--- src/rtl/dbs_pkg.sv ---
package dbs_pkg;

    typedef enum logic [2:0] {
        ST_IDLE,
        ST_FULL,
        ST_SPLIT_LO,
        ST_SPLIT_HI,
        ST_DONE
    } seq_state_t;

    // which request byte lands on which bus lane in the current cycle
    typedef enum logic [2:0] {
        LM_NONE,
        LM_B0_LOW,
        LM_B0_HIGH,
        LM_B1_LOW,
        LM_WORD
    } lane_mode_t;

    // access kind, fixed when a request is accepted
    typedef enum logic [1:0] {
        AK_BYTE_EVEN,
        AK_BYTE_ODD,
        AK_WORD_EVEN,
        AK_WORD_ODD
    } acc_kind_t;

    localparam int BYTE_W = 8;
    localparam int LANES  = 2;

endpackage

--- src/rtl/dbs_bank_mem.sv ---
module dbs_bank_mem #(
    parameter int DEPTH_W = 8
) (
    input  logic               clk,
    input  logic               en,
    input  logic               we,
    input  logic [DEPTH_W-1:0] addr,
    input  logic [7:0]         wdata,
    output logic [7:0]         rdata
);
    localparam int DEPTH = 1 << DEPTH_W;

    logic [7:0] mem [DEPTH];

    always_ff @(posedge clk) begin
        if (en) begin
            if (we) begin
                mem[addr] <= wdata;
            end
            rdata <= mem[addr];
        end
    end

endmodule

--- src/rtl/dbs_fsm.sv ---
module dbs_fsm
    import dbs_pkg::*;
#(
    parameter int ADDR_W = 20
) (
    input  logic              clk,
    input  logic              rst_n,
    input  logic              req_valid,
    input  logic [ADDR_W-1:0] req_addr,
    input  logic              req_word,
    input  logic              req_write,
    output logic              req_ready,
    output logic              accept,
    output logic              bus_cyc,
    output logic              bus_wr,
    output logic [ADDR_W-1:0] bus_byte_addr,
    output logic              bus_hben_n,
    output lane_mode_t        lane_mode,
    output acc_kind_t         kind,
    output logic              cap_first,
    output logic              done
);
    seq_state_t        st, st_nxt;
    logic [ADDR_W-1:0] r_addr;
    logic              r_write;
    acc_kind_t         r_kind;
    acc_kind_t         in_kind;

    assign accept = (st == ST_IDLE) && req_valid;
    assign kind   = r_kind;

    always_comb begin
        unique case ({req_word, req_addr[0]})
            2'b00:   in_kind = AK_BYTE_EVEN;
            2'b01:   in_kind = AK_BYTE_ODD;
            2'b10:   in_kind = AK_WORD_EVEN;
            default: in_kind = AK_WORD_ODD;
        endcase
    end

    // state register
    always_ff @(posedge clk) begin
        if (!rst_n) begin
            st <= ST_IDLE;
        end else begin
            st <= st_nxt;
        end
    end

    // request capture
    always_ff @(posedge clk) begin
        if (!rst_n) begin
            r_addr  <= '0;
            r_write <= 1'b0;
            r_kind  <= AK_BYTE_EVEN;
        end else if (accept) begin
            r_addr  <= req_addr;
            r_write <= req_write;
            r_kind  <= in_kind;
        end
    end

    // next state
    always_comb begin
        st_nxt = st;
        unique case (st)
            ST_IDLE: begin
                if (req_valid) begin
                    st_nxt = (in_kind == AK_WORD_ODD) ? ST_SPLIT_LO : ST_FULL;
                end
            end
            ST_FULL:     st_nxt = ST_DONE;
            ST_SPLIT_LO: st_nxt = ST_SPLIT_HI;
            ST_SPLIT_HI: st_nxt = ST_DONE;
            ST_DONE:     st_nxt = ST_IDLE;
            default:     st_nxt = ST_IDLE;
        endcase
    end

    // outputs
    always_comb begin
        req_ready     = 1'b0;
        bus_cyc       = 1'b0;
        bus_wr        = 1'b0;
        bus_byte_addr = r_addr;
        bus_hben_n    = 1'b1;
        lane_mode     = LM_NONE;
        cap_first     = 1'b0;
        done          = 1'b0;
        unique case (st)
            ST_IDLE: begin
                req_ready = 1'b1;
            end
            ST_FULL: begin
                bus_cyc = 1'b1;
                bus_wr  = r_write;
                unique case (r_kind)
                    AK_BYTE_EVEN: begin
                        bus_hben_n = 1'b1;
                        lane_mode  = LM_B0_LOW;
                    end
                    AK_BYTE_ODD: begin
                        bus_hben_n = 1'b0;
                        lane_mode  = LM_B0_HIGH;
                    end
                    AK_WORD_EVEN: begin
                        bus_hben_n = 1'b0;
                        lane_mode  = LM_WORD;
                    end
                    default: begin
                        bus_hben_n = 1'b1;
                        lane_mode  = LM_NONE;
                    end
                endcase
            end
            ST_SPLIT_LO: begin
                bus_cyc    = 1'b1;
                bus_wr     = r_write;
                bus_hben_n = 1'b0;
                lane_mode  = LM_B0_HIGH;
            end
            ST_SPLIT_HI: begin
                bus_cyc       = 1'b1;
                bus_wr        = r_write;
                bus_byte_addr = r_addr + 1'b1;
                bus_hben_n    = 1'b1;
                lane_mode     = LM_B1_LOW;
                cap_first     = 1'b1;
            end
            ST_DONE: begin
                done = 1'b1;
            end
            default: begin
                req_ready = 1'b0;
            end
        endcase
    end

endmodule

--- src/rtl/dbs_lanes.sv ---
module dbs_lanes
    import dbs_pkg::*;
(
    input  logic        clk,
    input  logic        rst_n,
    input  logic        accept,
    input  logic [15:0] req_wdata,
    input  lane_mode_t  lane_mode,
    input  acc_kind_t   kind,
    input  logic        cap_first,
    input  logic        done,
    input  logic [15:0] bank_rd,
    output logic [15:0] bus_wdata,
    output logic [15:0] rsp_rdata
);
    logic [15:0] r_wdata;
    logic [7:0]  first_byte;

    always_ff @(posedge clk) begin
        if (!rst_n) begin
            r_wdata    <= '0;
            first_byte <= '0;
        end else begin
            if (accept) begin
                r_wdata <= req_wdata;
            end
            // odd-bank byte read during the first split cycle
            if (cap_first) begin
                first_byte <= bank_rd[15:8];
            end
        end
    end

    always_comb begin
        unique case (lane_mode)
            LM_B0_LOW:  bus_wdata = {8'h00, r_wdata[7:0]};
            LM_B0_HIGH: bus_wdata = {r_wdata[7:0], 8'h00};
            LM_B1_LOW:  bus_wdata = {8'h00, r_wdata[15:8]};
            LM_WORD:    bus_wdata = r_wdata;
            default:    bus_wdata = 16'h0000;
        endcase
    end

    always_comb begin
        rsp_rdata = 16'h0000;
        if (done) begin
            unique case (kind)
                AK_BYTE_EVEN: rsp_rdata = {8'h00, bank_rd[7:0]};
                AK_BYTE_ODD:  rsp_rdata = {8'h00, bank_rd[15:8]};
                AK_WORD_EVEN: rsp_rdata = bank_rd;
                default:      rsp_rdata = {bank_rd[7:0], first_byte};
            endcase
        end
    end

endmodule

--- src/rtl/dual_bank_seq.sv ---
module dual_bank_seq
    import dbs_pkg::*;
#(
    parameter int ADDR_W        = 20,
    parameter int MODEL_DEPTH_W = 8
) (
    input  logic              clk,
    input  logic              rst_n,
    input  logic              req_valid,
    output logic              req_ready,
    input  logic [ADDR_W-1:0] req_addr,
    input  logic              req_word,
    input  logic              req_write,
    input  logic [15:0]       req_wdata,
    output logic              rsp_done,
    output logic [15:0]       rsp_rdata,
    output logic              bus_cyc,
    output logic              bus_wr,
    output logic [ADDR_W-2:0] bus_addr,
    output logic              bus_a0,
    output logic              bus_hben_n,
    output logic [15:0]       bus_wdata
);
    localparam int BANK_AW = ADDR_W - 1;

    logic              accept;
    logic              cap_first;
    logic [ADDR_W-1:0] byte_addr;
    lane_mode_t        lane_mode;
    acc_kind_t         kind;
    logic [15:0]       bank_rd;
    logic [LANES-1:0]  bank_en;

    dbs_fsm #(.ADDR_W(ADDR_W)) u_fsm (
        .clk           (clk),
        .rst_n         (rst_n),
        .req_valid     (req_valid),
        .req_addr      (req_addr),
        .req_word      (req_word),
        .req_write     (req_write),
        .req_ready     (req_ready),
        .accept        (accept),
        .bus_cyc       (bus_cyc),
        .bus_wr        (bus_wr),
        .bus_byte_addr (byte_addr),
        .bus_hben_n    (bus_hben_n),
        .lane_mode     (lane_mode),
        .kind          (kind),
        .cap_first     (cap_first),
        .done          (rsp_done)
    );

    assign bus_addr = byte_addr[ADDR_W-1:1];
    assign bus_a0   = byte_addr[0];

    dbs_lanes u_lanes (
        .clk       (clk),
        .rst_n     (rst_n),
        .accept    (accept),
        .req_wdata (req_wdata),
        .lane_mode (lane_mode),
        .kind      (kind),
        .cap_first (cap_first),
        .done      (rsp_done),
        .bank_rd   (bank_rd),
        .bus_wdata (bus_wdata),
        .rsp_rdata (rsp_rdata)
    );

    // bank 0 answers to a low address bit 0, bank 1 to a low high-byte enable
    generate
        for (genvar gi = 0; gi < LANES; gi++) begin : g_bank
            if (gi == 0) begin : g_even
                assign bank_en[gi] = bus_cyc && !bus_a0;
            end else begin : g_odd
                assign bank_en[gi] = bus_cyc && !bus_hben_n;
            end
            dbs_bank_mem #(.DEPTH_W(MODEL_DEPTH_W)) u_mem (
                .clk   (clk),
                .en    (bank_en[gi]),
                .we    (bus_wr),
                .addr  (bus_addr[MODEL_DEPTH_W-1:0]),
                .wdata (bus_wdata[gi*BYTE_W +: BYTE_W]),
                .rdata (bank_rd[gi*BYTE_W +: BYTE_W])
            );
        end
    endgenerate

    initial begin
        if (MODEL_DEPTH_W > BANK_AW) $error("bank model deeper than bank address");
    end

endmodule

--- config.mk ---
export PLATFORM = sky130hd
export DESIGN_NAME = dual_bank_seq
export DESIGN_NICKNAME = d
export VERILOG_FILES = /design/src/rtl/dbs_pkg.sv /design/src/rtl/dbs_bank_mem.sv /design/src/rtl/dbs_fsm.sv /design/src/rtl/dbs_lanes.sv /design/src/rtl/dual_bank_seq.sv
export SDC_FILE = /design/constraint.sdc
export NUM_CORES = 2
export LEC_CHECK = 0
export BUFFER_PORTS_ARGS = -buffer_cell sky130_fd_sc_hd__buf_2
export CORE_ASPECT_RATIO = 1.1
export CORE_MARGIN = 5
export CORE_UTILIZATION = 50
export DETAILED_ROUTE_END_ITERATION = 10
export PLACE_DENSITY = 0.65
export SYNTH_ARGS = -nofsm -noshare
export SYNTH_HDL_FRONTEND = slang
export SYNTH_HIERARCHICAL = 1
export SYNTH_SLANG_ARGS = --single-unit
--- constraint.sdc ---
create_clock -name clk -period 12 [get_ports clk]
set_clock_uncertainty 0.05 [all_clocks]
set_input_delay 1.8 -clock clk [delete_from_list [all_inputs] [get_ports clk]]
set_output_delay 1.8 -clock clk [all_outputs]
set_load 0.1 [all_outputs]
==> results by group <==
Timing
  • Period minus WS final: 6.336 ns
  • Final slew viol count: 2
  • RSZ-0062 raised after global routing: no
  • Finish-stage setup viols: 0
  • Fin crit share: 0.5280
  • Slew headroom: -0.04752
  • Slew @ Worst Pin: 1.551 ns
  • Hold Vio Cnt, Final: 0
  • Achievable Freq: 0.1578 GHz

Pwr
  • Pint: 23.55 mW
  • Pwr Density: 165.0 nW/um^2
  • Sw Ratio: 0.2018
  • Worst VDD drop: 0.1725 mV
  • Pwr Total: 29.51 mW
  • P_sw: 5.953 mW
  • Seq pwr share: 0.536
  • Share of power burned in the clock network: 0.431
  • Combinational power share: 0.033
  • Pleak: 62.59 nW

GRT
  • Gr ovfl total: 0
  • Pin count of the biggest net entering global routing: 189
  • GRT Total Usage: 0.2366
  • Initial antenna violation count: 12
  • Vias in the first global route: 78651
  • First-pass GRT wire length: 570600 um

Route
  • Initial DRC count: 9519
  • Detailed-router iteration count before antenna repair: 5
  • Final WL: 394300 um
  • Number of routed nets with antenna violations: 0
  • Total number of vias: 77487
  • Vias per cell: 6.347
  • WL per Instance: 32.29 um
  • DRC: 0

Outcome
  • Failing checks: max-capacitance violations, max-slew violations
  • Status: complete, but fails checks

Worst setup path
  • Most common cell type on the critical path: buf_4
  • Worst path bufs/invs: 4
  • Largest stage delay, worst path: 1.28 ns
  • Crit path DAT: 6.84 ns
  • Crit Path Class: register to register
  • Cell family with most CP delay: buffers and inverters
  • CP cell instances: nand3b_4 > inv_1 > nand2_1 > xnor2_2 > buf_12 > buf_4 > buf_4 > mux4_2 > a22oi_1 > a21oi_1 > o41ai_1 > nand4_1
  • Crit start category: register
  • R2r startpoint: u_fsm/st[1]$_SDFFE_PN0P_
  • CP required: 12.50 ns
  • CP max FO: 86
  • Crit. End Element: register
  • CP max stage cell: o41ai_1
  • Crit. Startpoint: u_fsm/st[1]$_SDFFE_PN0P_

Flow run
  • Maxcap violations: 1

Synthesis
  • Mux contribution to synthesized area: 0.1469
  • Post-synthesis sequential element count: 4162
  • Commonest register cell after synthesis: edfxtp_1
  • Synth top area share: 0.7728
  • Cell variety after synth: 50
  • Post-Synthesis Cells: 7394
  • Synth area leaders: edfxtp_1 77%, mux4_2 14%, a22oi_1 2.4%
  • Largest family of logic cells by synthesized area: multiplexers
  • Synth cell count leaders: 4112 x edfxtp_1, 1024 x mux4_2, 531 x nor2_1
  • Yosys warning total: 6
  • Most instantiated library cell after synthesis: edfxtp_1
  • Synth Area in Adders: 0.0003132
  • Post-Synth Simple-Gate Area: 0.02074
  • Complex-gate fraction of the synthesized area: 0.03811
  • Post-synthesis net count: 7439
  • XOR/XNOR share of the synthesized area: 0.001214
  • Synth area leader: edfxtp_1
  • Mapped Area: 159800 um^2
  • Number of synthesized flops with an enable pin: 4112
  • Async S/R FF share, synth: 0
  • Syn_area_per_cell: 21.61 um^2
  • Seq/Total Area, Yosys: 0.7791

Placement
  • PortBufs: 97
  • GPL Wtd Cong: 0.8312
  • Hpwl dp: 230800 um

Die
  • Die area: 331000 um^2
  • Die width: 549.0 um
  • Die Y: 602.9 um
  • Initial Util: 0.5026
  • Io pins: 98
  • Core area: 317900 um^2
  • FP Rows: 217

Clock network
  • Max H-tree Level: 5
  • CTS tree: built
  • Clock transition at the registers of the reported paths: 0.06 ns
  • Resized cells post-CTS: 0
  • Root Driver: clkbuf_16
  • CTS Buf Count: 409
  • Clk Latency, worst-skew pair: 0.91 ns
  • CTS Buffer Depth: 4
  • # hold bufs at CTS: 0
  • Clock net sink count: 4162
  • # Post-CTS Setup Buffers: 0

Final layout
  • Share of layout cells above drive strength 1: 0.2457
  • Area grow syn2layout: 11.89%
  • Fill cell count: 23121
  • Nets: 7647
  • Final core occ: 0.5623

Hold path
  • Hold path startpoint: u_fsm/r_write$_SDFFE_PN0P_
  • Worst min path class: register to register
-- worst reg2reg max path, stage by stage (launching register included) --
cell,delay (ns)
dfxtp_1,0.59
nand3b_4,0.22
inv_1,0.43
nand2_1,0.17
xnor2_2,0.24
buf_12,0.41
buf_4,0.50
buf_4,0.80
mux4_2,0.52
a22oi_1,0.26
a21oi_1,0.27
o41ai_1,1.28
nand4_1,0.25
-- registers in the layout, summed over array words and instances (netlist names) --
signal and cells:
u_lanes/r_wdata 16, u_lanes/first_byte 8, u_fsm/r_addr 20, u_fsm/kind 2
g_bank.u_mem/mem 4096, u_fsm/st 3, g_bank.u_mem/rdata 16, u_fsm/r_write 1
-- cell type report --
type / instances / area [um^2] / share of cell area
clock buffer: 513 / 10890 / 0.06090
sequential: 4162 / 124500 / 0.6963
multi-input combinational: 2753 / 33610 / 0.1880
inverter: 6 / 22.52 / 0.0001260
antenna: 8 / 20.02 / 0.0001120
tap: 4270 / 5343 / 0.02988
clock inverter: 227 / 2359 / 0.01319
timing repair buffer: 270 / 2054 / 0.01149
-- cell usage in the layout (no fill, tap or decap), types with 5 or more instances in the layout --
cell,n
a21oi_4,8
bufinv_16,48
buf_2,97
a21boi_1,19
nand3b_1,16
o21ai_0,9
mux4_2,1024
nand3_1,17
xnor2_1,13
clkbuf_1,89
edfxtp_1,4112
nand4_1,21
inv_6,9
a32o_4,8
diode_2,8
buf_4,152
clkbuf_8,5
a22oi_1,512
buf_12,20
and4_1,5
dfxtp_1,50
clkinv_1,92
clkinv_2,62
nor2b_1,32
clkbuf_16,419
nand2_2,34
nand2_1,78
o41ai_2,14
mux2i_1,40
inv_1,5
a21oi_1,265
o41ai_1,50
nor2_1,529
nor2b_4,6
clkinvlp_4,8
-- routing by layer --
layer / up-vias / part of all wire / track usage
li1: 31636 / - / -
met1: 41456 / 0.38 / 0.3243
met2: 3698 / 0.50 / 0.3899
met3: 695 / 0.076 / 0.03512
met4: 2 / 0.042 / 0.08817
met5: - / 0.000033 / 0
-- power groups by stage --
stage                     Clock [mW]  Combinational (mW)  Sequential, mW
after floorplan                    0               0.683            16.1
after global placement             0               0.972            16.1
after detailed placement           0               0.982            16.1
after CTS                       12.9               0.982            15.8
after global routing            13.5                1.02            15.8
final                           12.7               0.972            15.8
-- path summary, 6_finish.rpt --
check,depth (start not counted),slack (ns),end
max,12,5.66,g_bank[0].u_mem/rdata[3]$_DFFE_PP_
min,2,0.41,u_fsm/r_write$_SDFFE_PN0P_
max reg2reg,12,5.66,g_bank[0].u_mem/rdata[3]$_DFFE_PP_
min reg2reg,2,0.41,u_fsm/r_write$_SDFFE_PN0P_
-- logic make-up (layout without fill, tap and decap cells) --
group	count (synthesis)	after routing
adders and majority gates	4	4
AOI/OAI and AO/OA	892	892
and+or+nand+nor	772	772
xor gates and xnor gates	20	20
muxes	1065	1065
buffers and inverters	479	1016
other	0	8
DFF	4162	4162
-- metrics by stage --
step	hold WS [ns]	setup WS [ns]	instance area (um^2)	instances	TNS, ns
6_report	0.4090	5.664	178800	12209	0
5_1_grt	0.4332	5.464	178800	12204	0
4_1_cts	0.4097	5.560	178800	12201	0
3_5_place_dp	0.4005	5.599	165500	11461	0
3_3_place_gp	0.3915	5.486	165400	11460	0
2_1_floorplan	0.3805	-0.6709	159800	7394	-1378.87
(Power assumes the default switching activity.)
